**src/rtl/pd_power_seq.sv**
```systemverilog
module pd_power_seq #(
  parameter int FILT_CYCLES = 9000
) (
  input  logic       clk,
  input  logic       rst_n,
  input  logic       port_above_on_i,
  input  logic       port_above_off_i,
  input  logic       vds_below_lo_i,
  input  logic       vds_above_hi_i,
  input  logic       gate_high_i,
  input  logic       over_temp_i,
  input  logic       vddh_por_ok_i,
  input  logic       vddl_por_ok_i,
  input  logic       vddh_ov_i,
  output logic       pass_en_o,
  output logic       ilim_oper_o,
  output logic       vddh_en_o,
  output logic       vddl_en_o,
  output logic       class_reg_en_o,
  output logic       conv_en_o,
  output logic       ss_discharge_o,
  output logic       gate_drv_en_o,
  output logic [1:0] state_o
);

  localparam int CW = $clog2(FILT_CYCLES + 1);
  localparam logic [CW-1:0] LAST = CW'(FILT_CYCLES - 1);

  typedef enum logic [1:0] {ST_OFF = 2'd0, ST_INRUSH = 2'd1, ST_OPER = 2'd2, ST_THERM = 2'd3} st_t;

  st_t           state_q, state_d;
  logic          port_ok_q;
  logic [CW-1:0] cnt_q;
  logic          toward;

  // filter runs toward the opposite decision of the current one
  assign toward = port_ok_q ? !port_above_off_i : port_above_on_i;

  always_ff @(posedge clk or negedge rst_n) begin
    if (!rst_n) begin
      port_ok_q <= 1'b0;
      cnt_q     <= '0;
    end else if (!toward) begin
      cnt_q <= '0;
    end else if (cnt_q == LAST) begin
      port_ok_q <= !port_ok_q;
      cnt_q     <= '0;
    end else begin
      cnt_q <= cnt_q + 1'b1;
    end
  end

  always_comb begin
    state_d = state_q;
    if (!port_ok_q)       state_d = ST_OFF;
    else if (over_temp_i) state_d = ST_THERM;
    else begin
      unique case (state_q)
        ST_OFF:    state_d = ST_INRUSH;
        ST_THERM:  state_d = ST_INRUSH;
        ST_INRUSH: if (vds_below_lo_i && gate_high_i) state_d = ST_OPER;
        ST_OPER:   if (vds_above_hi_i) state_d = ST_INRUSH;
      endcase
    end
  end

  always_ff @(posedge clk or negedge rst_n) begin
    if (!rst_n) state_q <= ST_OFF;
    else        state_q <= state_d;
  end

  assign state_o        = state_q;
  assign pass_en_o      = (state_q == ST_INRUSH) || (state_q == ST_OPER);
  assign ilim_oper_o    = (state_q == ST_OPER);
  assign vddh_en_o      = pass_en_o;
  assign vddl_en_o      = pass_en_o;
  assign class_reg_en_o = !over_temp_i && (state_q != ST_THERM);
  assign conv_en_o      = (state_q == ST_OPER) && vddh_por_ok_i && vddl_por_ok_i;
  assign ss_discharge_o = !conv_en_o;
  assign gate_drv_en_o  = conv_en_o && !vddh_ov_i;

  AST_FILT_BOUND: assert property (@(posedge clk) disable iff (!rst_n)
    cnt_q <= LAST);

  AST_UV_TO_OFF: assert property (@(posedge clk) disable iff (!rst_n)
    !port_ok_q |=> state_q == ST_OFF);

  AST_HANDOVER_BOTH: assert property (@(posedge clk) disable iff (!rst_n)
    (state_q == ST_INRUSH && port_ok_q && !over_temp_i && vds_below_lo_i && gate_high_i)
      |=> state_q == ST_OPER);

  AST_OPER_ENTRY_GUARD: assert property (@(posedge clk) disable iff (!rst_n)
    (state_q == ST_OPER && $past(state_q) == ST_INRUSH) |-> $past(vds_below_lo_i && gate_high_i));

  AST_OPER_HOLD: assert property (@(posedge clk) disable iff (!rst_n)
    (state_q == ST_OPER && port_ok_q && !over_temp_i && !vds_above_hi_i) |=> state_q == ST_OPER);

  AST_OT_SHUTDOWN: assert property (@(posedge clk) disable iff (!rst_n)
    (port_ok_q && over_temp_i) |=> (state_q == ST_THERM && !pass_en_o));

  AST_THERM_EXIT: assert property (@(posedge clk) disable iff (!rst_n)
    ($past(state_q) == ST_THERM && state_q != ST_THERM) |-> (state_q == ST_OFF || state_q == ST_INRUSH));

endmodule

```
**config.mk**
```make
export PLATFORM = sky130hd
export DESIGN_NAME = pd_power_seq
export DESIGN_NICKNAME = d
export VERILOG_FILES = /design/src/rtl/pd_power_seq.sv
export SDC_FILE = /design/constraint.sdc
export NUM_CORES = 1
export LEC_CHECK = 0
export ABC_AREA = 1
export BUFFER_PORTS_ARGS = -buffer_cell sky130_fd_sc_hd__buf_2
export CAP_MARGIN = 20
export CORE_MARGIN = 1.5
export CORE_UTILIZATION = 53
export CTS_BUF_LIST = sky130_fd_sc_hd__clkbuf_4
export CTS_CLUSTER_SIZE = 30
export DETAILED_ROUTE_END_ITERATION = 7
export PLACE_DENSITY_LB_ADDON = 0.05
export SYNTH_ARGS = -nofsm -noshare
export SYNTH_HDL_FRONTEND = slang
export SYNTH_SLANG_ARGS = --single-unit
```
**constraint.sdc**
```tcl
create_clock -name clk -period 1.96 [get_ports clk]
set_input_delay 0.392 -clock clk [delete_from_list [all_inputs] [get_ports clk]]
set_output_delay 0.392 -clock clk [all_outputs]
set_load 0.05 [all_outputs]
```
==> flow_metrics.py <==
metrics = {
    "setup_path": {
        "critical_path_required_ns": 1.57,
        "cpPeakStageDelay_ns": 0.42,
        "critPathKind": "register to output port",
        "crit_family": "flip-flops",
        "critPathBufInv": 4,
        "path_common_cell": "inv_2",
        "cp-start-kind": "register",
        "arrival_ns": 1.55,
        "crit_chain": "inv_2 > ha_4 > inv_2 > nor3_4 > clkinvlp_4 > nor2_4 > buf_8",
        "cp-end-kind": "output port",
        "crit_fanout": 3,
        "cpMaxStageDelayCell": "dfrtp_2",
    },
    "detailed_routing": {
        "num_vias": 967,
        "antenna_left": 0,
        "drt_iter0_markers": 35,
        "avgViaCountPerCell": 4.91,
        "drtPass1Iterations": 4,
        "wl_per_cell_um": 10.9,
        "finalWirelength_um": 2140,
        "drc": 0,
    },
    "grt": {
        "antenna_found_initial": 0,
        "grt.total_usage_pct": 20.3,
        "grt_overflow_total": 0,
        "grt_pass1_wl_um": 3230,
        "grt_max_degree": 18,
        "grt_pass1_vias": 749,
    },
    "pwr": {
        "vdd_drop_max_v": 0.000433,
        "p_leak_nw": 0.610,
        "p_per_area_mw_per_mm2": 483,
    },
    "timing": {
        "report.final.slew_viol_count": 0,
        "setup_violations": 0,
        "period_needed_ns": 1.94,
        "setup_ws_ns": 0.0179,
        "rsz0062_at_grt": "true",
        "worst_hold_slack_ns": 0.00129,
        "skew_ns": 0.00580,
        "slew_headroom_pct": 74.4,
        "tightest_slew_ns": 0.384,
        "period_share_pct": 99.1,
        "clock.fmax_ghz": 0.515,
        "final-hold-violation-count": 0,
    },
    "floorplanning": {
        "die-area_mm2": 0.00229,
        "initial_core_util_pct": 55.5,
        "fp.dieH_um": 47.9,
        "die_w_um": 47.9,
        "fp.coreArea_mm2": 0.00192,
        "num_rows": 16,
        "io_pins": 21,
    },
    "place": {
        "port_buffers": 20,
        "post-place-ws_ns": 0.232,
        "place_hpwl_um": 1640,
        "gp_congestion": 0.858,
    },
    "logic_synthesis": {
        "synth_seq_cells": 17,
        "synth_flop_cell": "dfrtp_1",
        "synth_cell_type_count": 23,
        "synth_top_cell_area_share_pct": 39.9,
        "synth_warnings": 0,
        "yosys.area.top_type": "dfrtp_1",
        "synth_most_common_cell": "nand2_1",
        "syn_area_mm2": 0.00107,
        "ys_seq_area_share_pct": 39.9,
        "syn_inst": 147,
        "synth.avg_cell_area_um2": 7.26,
        "synthTopCellsByArea": "dfrtp_1 40%, nand2_1 13%, nor2_1 11%, inv_1 7.4%, ha_1 5.9%",
        "async_flop_share_pct": 100,
        "synth_commonest_cells": "37 x nand2_1, 32 x nor2_1, 21 x inv_1",
        "synth_edf_count": 0,
        "syn_nets": 163,
    },
    "min_path": {
        "worstHoldPathType": "input port to async pin",
    },
    "clock_tree": {
        "cts.sinks": 17,
        "clockRootBuffer": "clkbuf_4",
        "clkLatencyLatePin_ns": 0.29,
        "htree_levels": 1,
        "cts_hold_buf": 0,
        "cts_buffers": 3,
        "cts_buffer_depth": 2,
        "cts_tree": "built",
        "clk_pin_slew_worst_paths_ns": 0.10,
    },
    "final_layout": {
        "diodes": 0,
        "final_nets": 187,
        "finish.utilization_pct": 66.1,
        "drive_gt1_share_pct": 22.9,
        "synthToLayoutAreaGrowth_pct": 19.1,
    },
    "job": {
        "cap_violations": 0,
    },
    "outcome": {
        "status": "finished, final reports clean",
    },
}
per-layer routing:
layer	vias up	part of all wire, %	track usage, %
met5	-	0	0
met4	0	0.56	4.86
met3	4	4.2	4.53
met2	24	48	32.3
met1	438	47	28.0
li1	501	-	-
stage by stage:
| step | cell area [µm²] | setup TNS (ns) | cells | total power [mW] |
|---|---|---|---|---|
| floorplan | 1100 | -1.04 | 147 | 0.393 |
| global placement | 1220 | 0 | 192 | 0.416 |
| detailed placement | 1220 | 0 | 192 | 0.418 |
| CTS | 1270 | 0 | 197 | 0.623 |
| global route | 1270 | -0.0555 | 197 | 0.639 |
| finish | 1270 | 0 | 197 | 0.614 |
cells by family (layout without fill, tap and decap cells):
family,after synthesis,after routing,synth area share [%]
adders and majority gates,5,5,5.86
buffers and inverters,24,47,9.14
AOI/OAI and AO/OA,7,7,4.57
and+or+nand+nor,89,89,36.5
xor gates and xnor gates,5,5,4.10
DFF,17,17,39.9
power breakdown:
part,internal (mW),switching (mW),total (mW)
logic,0.0176,0.0314,0.0491
clock network,0.0930,0.111,0.204
registers,0.355,0.00514,0.361
total,0.466,0.148,0.614
worst reg2reg max path, cell delays in order, from the launching register on:
cell and delay, ns:
dfrtp_2 0.45, inv_1 0.08, ha_1 0.15, inv_1 0.05, nor2_1 0.12, nand2_1 0.06, nand2_1 0.06, nand2_1 0.08
o21ai_0 0.21
registers in the layout, summed over array words and instances (netlist names):
| name | cells |
|---|---|
| cnt_q | 14 |
| state_o | 2 |
| port_ok_q | 1 |
final timing paths:
check	endpoint	slack (ns)	cells after the start	start
worst min-delay path	cnt_q[10]	0.001	1	rst_n
worst max-delay path	gate_drv_en_o	0.02	7	state_o[0]
worst max register to register	state_o[1]	0.61	8	state_o[1]
max in group asynchronous	state_o[1]	1.66	1	rst_n
worst min register to register	cnt_q[0]	0.49	1	cnt_q[0]
min in group clk	port_ok_q	0.36	3	port_above_on_i
cell type report:
cell class                 instances  area [µm²]
clock buffer                       4        30.0
fill                             190         651
inverter                          22        86.3
multi-input combinational        106         576
sequential                        17         428
tap                               27        33.8
timing repair buffer              21         118
what timing repair did:
item                                   CTS  global route
setup endpoints to repair                1             1
endpoints found under the hold margin    0             0
buffers inserted                         1             0
gates resized for setup                  2             1
layout by cell type, fill, tap and decap left out, types with 2 or more instances in the layout:
cell      count
nor2_1       31
inv_2         3
nand3_1       7
xnor2_1       2
dfrtp_1      15
nand2_1      37
clkbuf_4      4
nand3b_1      2
nand4_1       5
buf_2        19
inv_1        18
a21oi_1       3
dfrtp_2       2
xor2_1        3
ha_1          4
(Power assumes the default switching activity.)
